==> src/rtl/fdiv_pkg.sv <==
package fdiv_pkg;
  // default width of the ratio code; the phase counter is 2**width bits
  localparam int unsigned DEF_CODE_W = 2;

  // number of ticks in one half-period for a given ratio code
  function automatic int unsigned half_len(input int unsigned code);
    return 32'd1 << code;
  endfunction
endpackage

==> src/rtl/fdiv_phase_ctr.sv <==
module fdiv_phase_ctr #(
  parameter int unsigned PH_W = 4
) (
  input  logic            clk,
  input  logic            rst_n,
  input  logic            tick,
  output logic [PH_W-1:0] phase,
  output logic [PH_W-1:0] phase_nxt,
  output logic            wrap
);
  // wrap marks the tick that takes every ratio to its common low point
  assign wrap      = tick && (&phase);
  assign phase_nxt = tick ? phase + 1'b1 : phase;

  always_ff @(posedge clk) begin
    if (!rst_n) phase <= '0;
    else        phase <= phase_nxt;
  end

  // the count only advances on a tick
  a_r3_count_hold: assert property (@(posedge clk) disable iff (!rst_n)
    !tick |=> $stable(phase));
endmodule

==> src/rtl/fdiv_cfg_hold.sv <==
module fdiv_cfg_hold #(
  parameter int unsigned CODE_W = 2
) (
  input  logic              clk,
  input  logic              rst_n,
  input  logic              wrap,
  input  logic [CODE_W-1:0] code_in,
  input  logic              en_in,
  output logic [CODE_W-1:0] code_q,
  output logic              en_q,
  output logic [CODE_W-1:0] code_nxt,
  output logic              en_nxt
);
  assign code_nxt = wrap ? code_in : code_q;
  assign en_nxt   = wrap ? en_in   : en_q;

  always_ff @(posedge clk) begin
    if (!rst_n) begin
      code_q <= '0;
      en_q   <= 1'b0;
    end else begin
      code_q <= code_nxt;
      en_q   <= en_nxt;
    end
  end

  // ratio code moves only at the common low boundary
  a_r4_code_at_wrap: assert property (@(posedge clk) disable iff (!rst_n)
    !wrap |=> $stable(code_q));
  // enable moves only at the common low boundary
  a_r5_en_at_wrap: assert property (@(posedge clk) disable iff (!rst_n)
    !wrap |=> $stable(en_q));
endmodule

==> src/rtl/fdiv_out_sel.sv <==
module fdiv_out_sel #(
  parameter int unsigned CODE_W = 2,
  localparam int unsigned PH_W  = 1 << CODE_W
) (
  input  logic              clk,
  input  logic              rst_n,
  input  logic              tick,
  input  logic [PH_W-1:0]   phase_nxt,
  input  logic [CODE_W-1:0] code_nxt,
  input  logic              en_nxt,
  output logic              fout
);
  logic [PH_W-1:0] ratio_wave;
  logic            fout_d;

  // one candidate waveform per ratio; ratio k has half-period 2**k ticks
  for (genvar k = 0; k < PH_W; k++) begin : g_ratio
    assign ratio_wave[k] = phase_nxt[k];
  end

  assign fout_d = en_nxt && ratio_wave[code_nxt];

  always_ff @(posedge clk) begin
    if (!rst_n)    fout <= 1'b0;
    else if (tick) fout <= fout_d;
  end

  // output level holds between ticks
  a_r3_out_hold: assert property (@(posedge clk) disable iff (!rst_n)
    !tick |=> $stable(fout));
endmodule

==> src/rtl/fdiv_top.sv <==
module fdiv_top #(
  parameter int unsigned CODE_W  = fdiv_pkg::DEF_CODE_W,
  parameter int unsigned TAP_IDX = 2
) (
  input  logic              clk,
  input  logic              rst_n,
  input  logic              src_tick,
  input  logic [CODE_W-1:0] div_code,
  input  logic              out_en,
  output logic              fout,
  output logic              fdiv4_tap
);
  localparam int unsigned PH_W = 1 << CODE_W;

  logic [PH_W-1:0]   phase;
  logic [PH_W-1:0]   phase_nxt;
  logic              wrap;
  logic [CODE_W-1:0] code_q;
  logic [CODE_W-1:0] code_nxt;
  logic              en_q;
  logic              en_nxt;

  fdiv_phase_ctr #(.PH_W(PH_W)) u_ctr (
    .clk(clk), .rst_n(rst_n), .tick(src_tick),
    .phase(phase), .phase_nxt(phase_nxt), .wrap(wrap)
  );

  fdiv_cfg_hold #(.CODE_W(CODE_W)) u_cfg (
    .clk(clk), .rst_n(rst_n), .wrap(wrap),
    .code_in(div_code), .en_in(out_en),
    .code_q(code_q), .en_q(en_q),
    .code_nxt(code_nxt), .en_nxt(en_nxt)
  );

  fdiv_out_sel #(.CODE_W(CODE_W)) u_sel (
    .clk(clk), .rst_n(rst_n), .tick(src_tick),
    .phase_nxt(phase_nxt), .code_nxt(code_nxt), .en_nxt(en_nxt),
    .fout(fout)
  );

  // divide-by-4 image of the source taken from the free-running count
  assign fdiv4_tap = phase[TAP_IDX];

  // every waveform sits low right after the wrap tick
  a_r4_low_after_wrap: assert property (@(posedge clk) disable iff (!rst_n)
    wrap |=> (!fout && !fdiv4_tap));
  // a disabled output rests low
  a_r5_off_low: assert property (@(posedge clk) disable iff (!rst_n)
    !en_q |-> !fout);
  // reset clears the outputs
  a_r1_reset_low: assert property (@(posedge clk)
    !rst_n |=> (!fout && !fdiv4_tap));
endmodule

==> config.mk <==
export PLATFORM = sky130hd
export DESIGN_NAME = fdiv_top
export DESIGN_NICKNAME = d
export VERILOG_FILES = /design/src/rtl/fdiv_pkg.sv /design/src/rtl/fdiv_phase_ctr.sv /design/src/rtl/fdiv_cfg_hold.sv /design/src/rtl/fdiv_out_sel.sv /design/src/rtl/fdiv_top.sv
export SDC_FILE = /design/constraint.sdc
export NUM_CORES = 1
export LEC_CHECK = 0
export CORE_UTILIZATION = 29
export CTS_BUF_LIST = sky130_fd_sc_hd__clkbuf_4
export CTS_CLUSTER_DIAMETER = 150
export CTS_CLUSTER_SIZE = 40
export DETAILED_ROUTE_END_ITERATION = 16
export HOLD_SLACK_MARGIN = 0.15
export PLACE_DENSITY = 0.56
export SYNTH_ARGS = -nofsm -noshare
export SYNTH_HDL_FRONTEND = slang
export SYNTH_HIERARCHICAL = 1
export SYNTH_SLANG_ARGS = --single-unit
==> constraint.sdc <==
create_clock -name clk -period 3.37 [get_ports clk]
set_input_delay 0.5055 -clock clk [delete_from_list [all_inputs] [get_ports clk]]
set_output_delay 0.5055 -clock clk [all_outputs]
set_load 0.02 [all_outputs]
# After elaboration in Yosys (flattened, before gate mapping)
# Index checks and enable logic that the tools add are counted.
dict set report totals {
  wordCells 14
  mem_bits_rw 0
  in_bits 6
  romBits 0
  latch_bits 0
  n_memories 0
  register_bits 8
}
dict set report op_classes {
  n_mul 0
  n_reduce_logical 3
  bitwise 0
  n_mux 5
  magnitude_cmp 1
  n_addsub 1
  div_mod_pow 0
  n_shift 0
  n_eq_ne 0
}
# op count
set op_table {}
lappend op_table {{adder 4 x 1 -> 4 bit, second input constant} 1}
lappend op_table {{2-to-1 mux 4 bit} 1}
lappend op_table {{AND reduction 4 bit} 1}
lappend op_table {{less-than comparator 2 x 3 -> 1 bit, second input constant} 1}
lappend op_table {{binary-select mux 1 bit (select 2 bit)} 1}
lappend op_table {{logical AND 1 bit} 2}
lappend op_table {{2-to-1 mux 1 bit} 2}
lappend op_table {{2-to-1 mux 2 bit} 1}

# Longest topological paths before layout
dict set report depth {
  depth_word 6
  depth_mapped 5
  depth_no_buf 5
}

# By module
# Netlist, hierarchy kept.
# mod cells_per_inst n_inst area_each_um2
set by_module_without_submodules {}
lappend by_module_without_submodules {fdiv_phase_ctr 19 1 207.7}
lappend by_module_without_submodules {fdiv_cfg_hold 9 1 126.4}
lappend by_module_without_submodules {fdiv_out_sel 4 1 61.3}

# Least setup slack after synthesis
# OpenSTA, ideal clock, no wires.
dict set report synth_timing {
  kind {flip-flop to flip-flop}
  startpoint {register u_ctr.phase[2]}
  endpoint {register u_sel.fout}
  stages_incl_launch_ff 5
  arrival_time_ps 1722
  n_path_buf 0
  slack_ps 1532
  setup_ps 116
  required_ps 3254
  path_cell_list {dfxtp_1 and4_2 mux2_4 mux4_2 a41o_1}
}
dict set report synth_between {
  elab_chain_cells 6
}
# item line_no
set synth_lines {}
lappend synth_lines {{start, declared} fdiv_phase_ctr.sv:7} ;# output logic [PH_W-1:0] phase,
lappend synth_lines {{start signal, assigned} fdiv_phase_ctr.sv:17} ;# else phase <= phase_nxt;
lappend synth_lines {{AND reduction 4 bit} fdiv_phase_ctr.sv:12} ;# assign wrap = tick && (&phase);
lappend synth_lines {{logical AND 1 bit} fdiv_phase_ctr.sv:12}
lappend synth_lines {{net wrap} fdiv_top.sv:17} ;# logic wrap;
lappend synth_lines {{2-to-1 mux 2 bit} fdiv_cfg_hold.sv:14} ;# assign code_nxt = wrap ? code_in : code_q;
lappend synth_lines {{net code_nxt[0]} fdiv_top.sv:19} ;# logic [CODE_W-1:0] code_nxt;
lappend synth_lines {{binary-select mux 1 bit (select 2 bit)} fdiv_out_sel.sv:21} ;# assign fout_d = en_nxt && ratio_wave[code_nxt];
lappend synth_lines {{2-to-1 mux 1 bit (implied by the code)} fdiv_out_sel.sv:21}
lappend synth_lines {{logical AND 1 bit} fdiv_out_sel.sv:21}
lappend synth_lines {{end signal, assigned} fdiv_out_sel.sv:25} ;# else if (tick) fout <= fout_d;
lappend synth_lines {{end, declared} fdiv_out_sel.sv:11} ;# output logic fout
# The timed path passes the listed nets, and every way through them passes these cells. The select of a mux whose other input is x is not followed.
# A chain may end at the register's enable or synchronous reset.

# Worst setup path after layout
dict set report layout_timing {
  startpoint {input port src_tick}
  endpoint {register u_sel.fout}
}
dict set report layout_between {
  elab_chain_cells 5
}
# item line_no
set layout_lines {}
lappend layout_lines {{start, declared} fdiv_top.sv:7} ;# input logic src_tick,
lappend layout_lines {{logical AND 1 bit} fdiv_phase_ctr.sv:12}
lappend layout_lines {{net wrap} fdiv_top.sv:17}
lappend layout_lines {{2-to-1 mux 2 bit} fdiv_cfg_hold.sv:14}
lappend layout_lines {{net code_nxt[0]} fdiv_top.sv:19}
lappend layout_lines {{binary-select mux 1 bit (select 2 bit)} fdiv_out_sel.sv:21}
lappend layout_lines {{2-to-1 mux 1 bit (implied by the code)} fdiv_out_sel.sv:21}
lappend layout_lines {{logical AND 1 bit} fdiv_out_sel.sv:21}
# The timed path passes the listed nets, and every way through them passes these cells. The select of a mux whose other input is x is not followed.

==> flow_metrics.tcl <==
set metrics [dict create \
    status "finished clean" \
    instances_no_fill 56 \
    grt_usage 0.123 \
    synthFlopType "dfxtp_1" \
    routabilityCongestion 0.729 \
    worst_setup_path_end_kind "flop" \
    synth-seq-cells 8 \
    cpLargestDelayFamily "multiplexers" \
    drive_gt1_frac 0.286 \
    viasPerCell 4.80 \
    fmax_mhz 430 \
    rows 12 \
    stdcell_area_um2 505 \
    clock-sinks 8 \
    first_global_vias 266 \
    synth_common_cells "8 x dfxtp_1, 4 x mux2_4, 3 x and2_1" \
    cts_tree "built" \
    hold_violations 0 \
    root_buffer "clkbuf_4" \
    nNetsFinal 51 \
    cts_resized 0 \
    grt_max_degree 11 \
    ant_nets 0 \
    synth.distinct_cells 19 \
    path_class "primary input to flop" \
    start_kind "primary input" \
    grt_first_pass_wirelength_um 1100 \
    crit_required_ns 3.52 \
    yosysMostFrequentCell "dfxtp_1" \
    synth_fp_nets 39 \
    drt-pass1-iter-count 3 \
    cp_cell_sequence "clkdlybuf4s50_1 -> and4_2 -> mux2_4 -> mux4_2 -> a41o_1" \
    synth_edf_count 0 \
    rrSetupSlack_ns 1.42 \
    synthTopCellsByArea "dfxtp_1 41%, mux2_4 15%, mux4_2 5.7%" \
    path_clk_slew_ns 0.05 \
    irDropWorstVdd_v 0.000183 \
    rsz0062_at_grt "no" \
    die-area_um2 1520 \
    worstPathBufferInverterCount 1 \
    timing.rr.start "u_ctr/phase[0]" \
    worst_hold_path_type "flop to flop" \
    htree_levels 1 \
    slowest_delay_ns 0.63 \
    ys_async_sr_fraction 0 \
    wirelength_um 669 \
    tns_ns 0 \
    clk_latency_ns 0.25 \
    crit_fanout 8 \
    period_share 0.690 \
    hold_path_depth 2 \
    die_w_um 38.9 \
    num_vias 269 \
    grt_antenna_before_repair 0 \
    drc 0 \
    reg2regPathDepth 5 \
    antenna_cells 0 \
    placed_cell_area_um2 483 \
    yosysWarnings 6 \
    cap_violations 0 \
    grt_overflow 0 \
    finalSetupViolCount 0 \
    finalCriticalPeriod_ns 2.32 \
    power.leakage_nw 0.224 \
    initial_core_util 0.333 \
    arrival_ns 2.47 \
    post_cts_buffers 0 \
    placeableCoreArea_um2 1190 \
    hpwl_um 504 \
    finalMaxSlewViolations 0 \
    multiInputGateArea_um2 235 \
    r2r-end "u_sel/fout" \
    synth_top_cell_by_area "dfxtp_1" \
    cts_buffers 3 \
    placed_cells 53 \
    io_pins 8 \
    wl_per_cell_um 11.9 \
    fillers 117 \
    regArea_um2 160 \
    synth-seq-area-share 0.405 \
    clockBufferDepth 2 \
    synthToLayoutAreaGrowth_pct 27.8 \
    tightest_slew_ns 0.305 \
    holdPathEnd "u_ctr/phase[3]" \
    max_slew_margin 0.796 \
    netlist_area_um2 395 \
    postSynthAreaPerCell_um2 12.4 \
    dr.first_iter.drc_count 6 \
    min-delay-start "u_ctr/phase[3]" \
    die_y_um 38.9 \
    synth_top_area_share 0.405 \
    skew_ns 0.00129 \
    synthCells 32 \
    crit_slowest_cell "clkdlybuf4s50_1" \
    power.density_nw_per_um2 383 \
    port_buffers 7 \
    cts_hold_buf 0 \
]
[sequential cells by signal (all words and copies together) (netlist names)]
name          cells
u_cfg/code_q      2
u_ctr/phase       4
u_sel/fout        1
u_cfg/en_q        1
[how the worst max path moves through the flow]
stage	slack [ns]	end	depth (start not counted)	start
finish	1.05	u_sel/fout	5	src_tick
global route	0.97	u_sel/fout	5	src_tick
CTS	1.06	u_sel/fout	5	src_tick
detailed placement	0.79	u_sel/fout	5	src_tick
global placement	0.79	u_sel/fout	5	src_tick
floorplan	1.53	u_sel/fout	4	u_ctr/phase[2]
[tightest hold or removal path: stages (launching register included)]
cell     delay, ns
dfxtp_1       0.33
nand2_1       0.06
mux2i_1       0.06
[power breakdown]
part           switching, mW  leakage [nW]  internal, mW
sequential           0.00248        0.0648        0.0973
combinational        0.00763         0.145        0.0143
clock                 0.0313        0.0138        0.0407
[cell families (layout without fill, tap and decap cells)]
kind of cell,Yosys count,count (layout),synth area share
muxes,6,6,0.234
xor gates and xnor gates,2,2,0.0443
AOI/OAI and AO/OA,3,3,0.0633
adders and majority gates,1,1,0.0316
and+or+nand+nor,12,12,0.222
buffers and inverters,0,10,0
DFF,8,8,0.405
[metrics by stage]
stage / hold slack, ns / setup WS (ns) / power [mW] / util
global route: 0.567 / 0.972 / 0.204 / 0.426
floorplan: 0.467 / 1.53 / 0.113 / -
global placement: 0.484 / 0.792 / 0.123 / 0.407
CTS: 0.512 / 1.06 / 0.199 / 0.426
finish: 0.505 / 1.05 / 0.194 / 0.426
detailed placement: 0.503 / 0.788 / 0.124 / 0.407
[cell type report]
cell class,instances,share of cell area
Clock buffer,3,0.0446
Sequential cell,8,0.317
Tap cell,14,0.0347
Multi-Input combinational cell,24,0.465
Timing Repair Buffer,7,0.139
[metal layers]
metal | share of wire | GRT usage | vias to the layer above
met1 | 0.45 | 0.127 | 123
met5 | 0 | 0 | -
met3 | 0.049 | 0.0867 | 2
met2 | 0.48 | 0.175 | 5
met4 | 0.015 | 0.0776 | 0
li1 | - | - | 139
[cell usage in the layout (no fill, tap or decap)]
master	Yosys	final
a21boi_0	1	1
a41o_1	1	1
and2_1	3	3
and2_4	2	2
and3b_1	1	1
and3b_2	1	1
and4_2	1	1
clkbuf_4	0	3
clkdlybuf4s50_1	0	7
dfxtp_1	8	8
ha_1	1	1
mux2_4	4	4
mux2i_1	1	1
mux4_2	1	1
nand2_1	1	1
nand2b_1	1	1
nand4_1	1	1
o21a_1	1	1
or2_1	1	1
xnor2_1	1	1
xor2_1	1	1
No activity file was read; power rests on OpenSTA's default activity.
